**src/rtl/tick_sched_pkg.sv**
```systemverilog
package tick_sched_pkg;
  localparam int unsigned DEF_W           = 32;
  localparam int unsigned DEF_TICK_CLKS   = 768;
  localparam int unsigned DEF_CLAMP_TICKS = 4800;
  localparam int unsigned DEF_BACK_TOL    = 15;
  localparam int unsigned DEF_NUM_DMA     = 2;
endpackage

```
**src/rtl/tick_clk_tracker.sv**
```systemverilog
module tick_clk_tracker #(
  parameter int unsigned W           = 32,
  parameter int unsigned TICK_CLKS   = 768,
  parameter int unsigned CLAMP_TICKS = 4800,
  parameter int unsigned BACK_TOL    = 15
) (
  input  logic         clk_i,
  input  logic         rst_ni,
  input  logic [W-1:0] host_cnt_i,
  input  logic         host_vld_i,
  output logic         tick_req_o
);
  localparam logic [W-1:0] TICK_L  = W'(TICK_CLKS);
  localparam logic [W-1:0] LIMIT_L = W'(TICK_CLKS * CLAMP_TICKS);
  localparam logic [W-1:0] BACK_L  = '0 - W'(BACK_TOL);

  logic [W-1:0] cons_q, cons_d, bl_q, bl_d;
  logic [W-1:0] cons_adv, bl_adv, delta;
  logic         tick;

  always_comb begin
    tick     = (bl_q >= TICK_L);
    cons_adv = tick ? cons_q + TICK_L : cons_q;
    bl_adv   = tick ? bl_q - TICK_L : bl_q;
    delta    = host_cnt_i - cons_adv;
    cons_d   = cons_adv;
    bl_d     = bl_adv;
    if (host_vld_i) begin
      if (delta > BACK_L) begin
        // small backward step: keep state
        bl_d = bl_adv;
      end else if (delta > LIMIT_L) begin
        bl_d   = LIMIT_L;
        cons_d = host_cnt_i - LIMIT_L;
      end else begin
        bl_d = delta;
      end
    end
  end

  always_ff @(posedge clk_i or negedge rst_ni) begin
    if (!rst_ni) begin
      cons_q <= '0;
      bl_q   <= '0;
    end else begin
      cons_q <= cons_d;
      bl_q   <= bl_d;
    end
  end

  assign tick_req_o = tick;
endmodule

```
**src/rtl/tick_irq_gate.sv**
```systemverilog
module tick_irq_gate (
  input  logic clk_i,
  input  logic rst_ni,
  input  logic irq_set_i,
  input  logic tick_i,
  output logic irq_o
);
  logic pend_q;

  always_ff @(posedge clk_i or negedge rst_ni) begin
    if (!rst_ni) begin
      pend_q <= 1'b0;
      irq_o  <= 1'b0;
    end else begin
      irq_o <= tick_i & pend_q;
      if (irq_set_i)   pend_q <= 1'b1;
      else if (tick_i) pend_q <= 1'b0;
    end
  end
endmodule

```
**src/rtl/tick_dma_chan.sv**
```systemverilog
module tick_dma_chan #(
  parameter int unsigned W         = 32,
  parameter int unsigned TICK_CLKS = 768
) (
  input  logic         clk_i,
  input  logic         rst_ni,
  input  logic         start_i,
  input  logic [W-1:0] len_i,
  input  logic [W-1:0] tgt_i,
  input  logic         tick_i,
  output logic         done_o,
  output logic [W-1:0] madr_o
);
  localparam logic [W-1:0] TICK_L = W'(TICK_CLKS);
  localparam logic [W-1:0] STEP_L = W'(2 * TICK_CLKS);

  logic [W-1:0] cnt_q, tgt_q, nxt;
  logic         active, expire;

  always_comb begin
    active = !cnt_q[W-1] && (cnt_q != '0);
    nxt    = cnt_q - TICK_L;
    expire = nxt[W-1] || (nxt == '0);
  end

  always_ff @(posedge clk_i or negedge rst_ni) begin
    if (!rst_ni) begin
      cnt_q  <= '0;
      tgt_q  <= '0;
      madr_o <= '0;
      done_o <= 1'b0;
    end else begin
      done_o <= 1'b0;
      if (start_i) begin
        cnt_q <= len_i;
        tgt_q <= tgt_i;
      end else if (tick_i && active) begin
        if (expire) begin
          madr_o <= tgt_q;
          cnt_q  <= '0;
          done_o <= 1'b1;
        end else begin
          madr_o <= madr_o + STEP_L;
          cnt_q  <= nxt;
        end
      end
    end
  end
endmodule

```
**src/rtl/tick_sched.sv**
```systemverilog
module tick_sched
  import tick_sched_pkg::*;
#(
  parameter int unsigned W           = DEF_W,
  parameter int unsigned TICK_CLKS   = DEF_TICK_CLKS,
  parameter int unsigned CLAMP_TICKS = DEF_CLAMP_TICKS,
  parameter int unsigned BACK_TOL    = DEF_BACK_TOL,
  parameter int unsigned NUM_DMA     = DEF_NUM_DMA
) (
  input  logic                          clk_i,
  input  logic                          rst_ni,
  input  logic [W-1:0]                  host_cnt_i,
  input  logic                          host_vld_i,
  input  logic                          irq_set_i,
  input  logic [NUM_DMA-1:0]            dma_start_i,
  input  logic [NUM_DMA-1:0][W-1:0]     dma_len_i,
  input  logic [NUM_DMA-1:0][W-1:0]     dma_tgt_i,
  output logic                          tick_o,
  output logic [W-1:0]                  tick_cnt_o,
  output logic                          irq_o,
  output logic                          mix_o,
  output logic [NUM_DMA-1:0]            dma_done_o,
  output logic [NUM_DMA-1:0][W-1:0]     dma_madr_o
);
  logic tick_req;

  tick_clk_tracker #(
    .W(W), .TICK_CLKS(TICK_CLKS), .CLAMP_TICKS(CLAMP_TICKS), .BACK_TOL(BACK_TOL)
  ) u_trk (
    .clk_i(clk_i), .rst_ni(rst_ni),
    .host_cnt_i(host_cnt_i), .host_vld_i(host_vld_i),
    .tick_req_o(tick_req)
  );

  tick_irq_gate u_irq (
    .clk_i(clk_i), .rst_ni(rst_ni),
    .irq_set_i(irq_set_i), .tick_i(tick_req), .irq_o(irq_o)
  );

  for (genvar c = 0; c < NUM_DMA; c++) begin : g_dma
    tick_dma_chan #(.W(W), .TICK_CLKS(TICK_CLKS)) u_ch (
      .clk_i(clk_i), .rst_ni(rst_ni),
      .start_i(dma_start_i[c]), .len_i(dma_len_i[c]), .tgt_i(dma_tgt_i[c]),
      .tick_i(tick_req),
      .done_o(dma_done_o[c]), .madr_o(dma_madr_o[c])
    );
  end

  always_ff @(posedge clk_i or negedge rst_ni) begin
    if (!rst_ni) begin
      tick_o     <= 1'b0;
      mix_o      <= 1'b0;
      tick_cnt_o <= '0;
    end else begin
      tick_o <= tick_req;
      mix_o  <= tick_o;  // after DMA state has settled
      if (tick_req) tick_cnt_o <= tick_cnt_o + 1'b1;
    end
  end
endmodule

```
**config.mk**
```make
export PLATFORM = sky130hd
export DESIGN_NAME = tick_sched
export DESIGN_NICKNAME = d
export VERILOG_FILES = /design/src/rtl/tick_sched_pkg.sv /design/src/rtl/tick_clk_tracker.sv /design/src/rtl/tick_irq_gate.sv /design/src/rtl/tick_dma_chan.sv /design/src/rtl/tick_sched.sv
export SDC_FILE = /design/constraint.sdc
export NUM_CORES = 1
export LEC_CHECK = 0
export BUFFER_PORTS_ARGS = -buffer_cell sky130_fd_sc_hd__buf_2
export CAP_MARGIN = 25
export CORE_MARGIN = 1.5
export CORE_UTILIZATION = 55
export CTS_BUF_LIST = sky130_fd_sc_hd__clkbuf_4 sky130_fd_sc_hd__clkbuf_8
export CTS_CLUSTER_DIAMETER = 150
export DETAILED_ROUTE_END_ITERATION = 16
export PLACE_DENSITY = 0.78
export SYNTH_ARGS = -nofsm -noshare
export SYNTH_HDL_FRONTEND = slang
export SYNTH_SLANG_ARGS = --single-unit
```
**constraint.sdc**
```tcl
create_clock -name clk_i -period 7.79 [get_ports clk_i]
set_clock_uncertainty 0.05 [all_clocks]
set_input_delay 0.3895 -clock clk_i [delete_from_list [all_inputs] [get_ports clk_i]]
set_output_delay 0.3895 -clock clk_i [all_outputs]
set_load 0.02 [all_outputs]
```
==> flow_summary.rst <==
.. list-table::
   :header-rows: 1

   * - Metric
     - Value
   * - Status
     - complete, no violations
   * - Netlist cell types
     - 95
   * - Initial antenna violation count
     - 3
   * - Number of remaining DRC errors
     - 0
   * - Synthesized flop and latch total
     - 286
   * - Crit share post-route
     - between 80% and 90%
   * - Post-synthesis sequential area ratio
     - around 42%
   * - Category of the worst setup path launch point
     - flip-flop
   * - Synth-to-Final Area Change
     - 23.55%
   * - Half-perimeter wire length after placement
     - 29,830 um
   * - Wire length of the first global-routing pass
     - 74,770 um
   * - Largest driver fanout on the critical path
     - 32
   * - Clock Root Buffer
     - sky130_fd_sc_hd__clkbuf_8
   * - Final count of negative-setup-slack endpoints
     - 0
   * - Proportion of netlist area held by the largest area contributor
     - 42.13%
   * - Transition time at the pin with the least slew margin
     - 1.045 ns
   * - First drt pass iteration count
     - 5
   * - Later-pin clock latency in the skew report
     - 0.61 ns
   * - Mapped Avg Cell Area
     - 9.197 um^2
   * - Instance count of the mapped netlist
     - ~1,800
   * - Relative slew margins
     - 30.31%
   * - Unrepaired setup endpoints after global routing
     - false
   * - Time the final worst path needs with I/O delays and setup
     - 6.951 ns
   * - # Post-CTS Setup Buffers
     - 0
   * - Arrival time of the worst setup path
     - about 7.4 ns
   * - Worst-case hold slack
     - 0.04806 ns
   * - Number of enable-type register cells in the synthesized netlist
     - 0
   * - Post-synth top area cell
     - sky130_fd_sc_hd__dfrtp_1
   * - FP Rows
     - 64
   * - Clock transition at the registers of the reported paths
     - 0.06 ns
   * - Die width
     - roughly 180 um
   * - Leakage
     - 0.009310 uW
   * - Initial Utilization
     - 55.68%
   * - YS warnings
     - 0
   * - CP required
     - 8.22 ns
   * - Max Transition Viols Final
     - 0
   * - Top Ports
     - 267
   * - Total length of routed wires
     - 46,130 um
   * - Synth async-reset ratio
     - 100.0%
   * - CTS-repair resized insts
     - 0
   * - Core ar.
     - 0.03051 mm^2
   * - Synth top area cells
     - sky130_fd_sc_hd__dfrtp_1 (42%), sky130_fd_sc_hd__xnor2_1 (5.6%), sky130_fd_sc_hd__nand2_1 (4.8%)
   * - Final number of hold-violating endpoints
     - 0
   * - Peak supply drop
     - 0.0002470 V
   * - Average vias per placed instance
     - 5.795
   * - Violation count after the first detailed-route iteration
     - between 1,000 and 1,500
   * - Clk buf depth
     - 3
   * - Class of the most critical hold timing path
     - input pin to flip-flop
   * - Total global routing overflow
     - 0
   * - Overall routing resource usage
     - 28.77%
   * - Fillcell total
     - 2,284
   * - Number of nets in the synthesized netlist
     - roughly 2,000
   * - Hold buffer count at CTS
     - 138
   * - Netlist area before placement
     - approximately 0.017 mm^2
   * - Power density normalized to cell area
     - 231.3 mW/mm^2
   * - Vias in the first global route
     - 15,250
   * - Total clock sinks
     - 286
   * - Max-cap violation count
     - 0
   * - CTS tree
     - yes
   * - Die boundary height
     - 178.7 um
   * - Top flip-flop cell by instance count after synthesis
     - sky130_fd_sc_hd__dfrtp_1
   * - Antenna Violating Nets Remaining
     - 0
   * - Share of final-layout standard cells stronger than drive strength 1
     - 21.03%
   * - CTS H-Tree Depth
     - 2
   * - Crit. End Element
     - flip-flop
   * - Total number of vias
     - 15,370
   * - Quantity of I/O buffers inserted on ports
     - 266
   * - Setup Total Neg Slack
     - 0 ns
   * - Floorplan die area
     - 0.03195 mm^2
   * - Category of the most critical setup path
     - flip-flop to flip-flop
   * - Post-detailed-route wirelength per cell
     - about 17 um
   * - Final net count
     - approximately 2,400
   * - Achievable frequency
     - 0.1439 GHz
   * - Placer congestion estimate
     - 0.9086
   * - Layout Utilization
     - between 60 and 70%
   * - Number of buffers inserted during clock tree synthesis
     - 50
   * - Maximum number of pins on one net before global-route repair
     - 91
-- cells by family after synthesis --
kind of cell	after synthesis	synth area share, %
mux	107	6.983
compound gates	394	14.91
simple gates	695	19.81
buf+inv	144	3.550
fa+ha+maj	38	2.777
flops	286	42.13
xor+xnor	183	9.834
-- cells in the mapped netlist (5+ instances only) --
cell type,count
sky130_fd_sc_hd__o31ai_1,5
sky130_fd_sc_hd__a21oi_1,113
sky130_fd_sc_hd__or2_2,5
sky130_fd_sc_hd__nor3_1,74
sky130_fd_sc_hd__or4_1,11
sky130_fd_sc_hd__o21ai_1,8
sky130_fd_sc_hd__dfrtp_1,286
sky130_fd_sc_hd__nand2_1,219
sky130_fd_sc_hd__a21o_1,15
sky130_fd_sc_hd__nor3b_1,5
sky130_fd_sc_hd__nand2b_1,16
sky130_fd_sc_hd__and2_1,14
sky130_fd_sc_hd__xnor2_1,109
sky130_fd_sc_hd__o21bai_1,7
sky130_fd_sc_hd__nor4_1,39
sky130_fd_sc_hd__a31o_2,5
sky130_fd_sc_hd__mux2_4,6
sky130_fd_sc_hd__mux2i_1,33
sky130_fd_sc_hd__ha_1,32
sky130_fd_sc_hd__inv_1,49
sky130_fd_sc_hd__o21a_1,7
sky130_fd_sc_hd__nand3b_1,7
sky130_fd_sc_hd__or3_1,13
sky130_fd_sc_hd__nand3_1,55
sky130_fd_sc_hd__o21ai_0,112
sky130_fd_sc_hd__a22o_1,16
sky130_fd_sc_hd__nor2b_1,10
sky130_fd_sc_hd__clkbuf_1,76
sky130_fd_sc_hd__a22oi_1,16
sky130_fd_sc_hd__mux2_2,68
sky130_fd_sc_hd__a211oi_1,16
sky130_fd_sc_hd__o211ai_1,5
sky130_fd_sc_hd__xor2_1,69
sky130_fd_sc_hd__nand4_1,18
sky130_fd_sc_hd__nor2_1,159
sky130_fd_sc_hd__and3_1,27
sky130_fd_sc_hd__a31oi_1,18
-- critical path: stages (launching register included) --
cell	delay (ns)
sky130_fd_sc_hd__dfrtp_1	0.40
sky130_fd_sc_hd__ha_1	0.28
sky130_fd_sc_hd__or4_1	0.58
sky130_fd_sc_hd__or4_1	0.64
sky130_fd_sc_hd__o31ai_4	0.47
sky130_fd_sc_hd__nor2_1	0.21
sky130_fd_sc_hd__nand4_1	0.15
sky130_fd_sc_hd__xor2_1	0.22
sky130_fd_sc_hd__ha_1	0.37
sky130_fd_sc_hd__a21o_1	0.23
sky130_fd_sc_hd__o21bai_1	0.21
sky130_fd_sc_hd__a21o_1	0.20
sky130_fd_sc_hd__a21oi_1	0.13
sky130_fd_sc_hd__o21bai_1	0.07
sky130_fd_sc_hd__a21o_1	0.20
sky130_fd_sc_hd__or2_2	0.28
sky130_fd_sc_hd__a311oi_1	0.31
sky130_fd_sc_hd__a311oi_2	0.09
sky130_fd_sc_hd__nor2_1	0.13
sky130_fd_sc_hd__nand4b_1	0.10
sky130_fd_sc_hd__or3_1	0.54
sky130_fd_sc_hd__nand2_4	0.55
sky130_fd_sc_hd__mux2_2	0.40
-- flip-flops by register name (all words and copies together) (netlist names), 2 cells and up --
register and cells:
g_dma.u_ch.tgt_q 64, u_trk.bl_q 24, tick_cnt_o 32, g_dma.u_ch.madr_o 64, g_dma.u_ch.cnt_q 64, u_trk.cons_q 32
g_dma.u_ch.done_o 2
-- routing by layer --
metal,vias up,global-route usage (%),share of wire (%)
li1,7333,-,-
met1,7304,37.20,42
met2,624,47.24,48
met3,113,5.980,7.0
met4,0,11.46,3.2
met5,-,0,0
-- power breakdown --
part	leakage (uW)	internal, uW	total (uW)	switching (uW)
Sequential	0.00346	1690	1920	235
Clock	0.000543	819	1450	634
Combinational	0.00531	609	1480	868
-- worst paths after layout --
check / from / to / slack [ns] / cells after the start
setup reg to reg: u_trk.bl_q[8] / u_trk.cons_q[7] / 0.84 / 22
hold / removal: dma_len_i[51] / g_dma[1].u_ch.cnt_q[19] / 0.05 / 3
hold reg to reg: tick_o / mix_o / 0.33 / 0
max in group asynchronous: rst_ni / g_dma[1].u_ch.tgt_q[9] / 6.01 / 3
min in group asynchronous: rst_ni / tick_cnt_o[27] / 0.33 / 2
setup / recovery: u_trk.bl_q[8] / u_trk.cons_q[7] / 0.84 / 22
-- through the flow --
stage	instance area (um^2)	std cells	setup slack, ns	power (uW)
floorplan	16990	1847	1.704	2888
global placement	18540	2431	1.005	3277
detailed placement	18540	2431	0.8211	3316
CTS	20960	2648	0.8055	4848
global route	20990	2653	0.4689	5111
finish	20990	2653	0.8390	4855
-- placed cells by master, fill, tap and decap left out, types with 6 or more instances in the layout --
| cell | n |
|---|---|
| sky130_fd_sc_hd__a211oi_1 | 14 |
| sky130_fd_sc_hd__a21o_1 | 15 |
| sky130_fd_sc_hd__a21oi_1 | 113 |
| sky130_fd_sc_hd__a22o_1 | 16 |
| sky130_fd_sc_hd__a22oi_1 | 16 |
| sky130_fd_sc_hd__a31oi_1 | 18 |
| sky130_fd_sc_hd__and2_1 | 14 |
| sky130_fd_sc_hd__and3_1 | 27 |
| sky130_fd_sc_hd__buf_2 | 265 |
| sky130_fd_sc_hd__buf_4 | 15 |
| sky130_fd_sc_hd__clkbuf_4 | 10 |
| sky130_fd_sc_hd__clkbuf_8 | 61 |
| sky130_fd_sc_hd__dfrtp_1 | 286 |
| sky130_fd_sc_hd__dlygate4sd3_1 | 138 |
| sky130_fd_sc_hd__ha_1 | 32 |
| sky130_fd_sc_hd__inv_1 | 49 |
| sky130_fd_sc_hd__mux2_2 | 68 |
| sky130_fd_sc_hd__mux2_4 | 6 |
| sky130_fd_sc_hd__mux2i_1 | 33 |
| sky130_fd_sc_hd__nand2_1 | 219 |
| sky130_fd_sc_hd__nand2b_1 | 16 |
| sky130_fd_sc_hd__nand3_1 | 55 |
| sky130_fd_sc_hd__nand3b_1 | 7 |
| sky130_fd_sc_hd__nand4_1 | 18 |
| sky130_fd_sc_hd__nor2_1 | 159 |
| sky130_fd_sc_hd__nor2b_1 | 10 |
| sky130_fd_sc_hd__nor3_1 | 74 |
| sky130_fd_sc_hd__nor4_1 | 39 |
| sky130_fd_sc_hd__o21a_1 | 7 |
| sky130_fd_sc_hd__o21ai_0 | 112 |
| sky130_fd_sc_hd__o21ai_1 | 8 |
| sky130_fd_sc_hd__o21bai_1 | 7 |
| sky130_fd_sc_hd__or3_1 | 13 |
| sky130_fd_sc_hd__or4_1 | 11 |
| sky130_fd_sc_hd__xnor2_1 | 109 |
| sky130_fd_sc_hd__xor2_1 | 69 |
-- area by class of cell --
type | count | area (um^2) | share of cell area (%)
diodes | 3 | 7.507 | 0.03577
clock buffers | 71 | 914.6 | 4.358
clock inverters | 8 | 116.4 | 0.5545
inverters | 52 | 195.2 | 0.9301
multi-input cells | 1417 | 9250 | 44.08
flip-flops and latches | 286 | 7157 | 34.10
well taps | 396 | 495.5 | 2.361
repair buffers | 420 | 2850 | 13.58
Power figures use the tool's default switching activity.
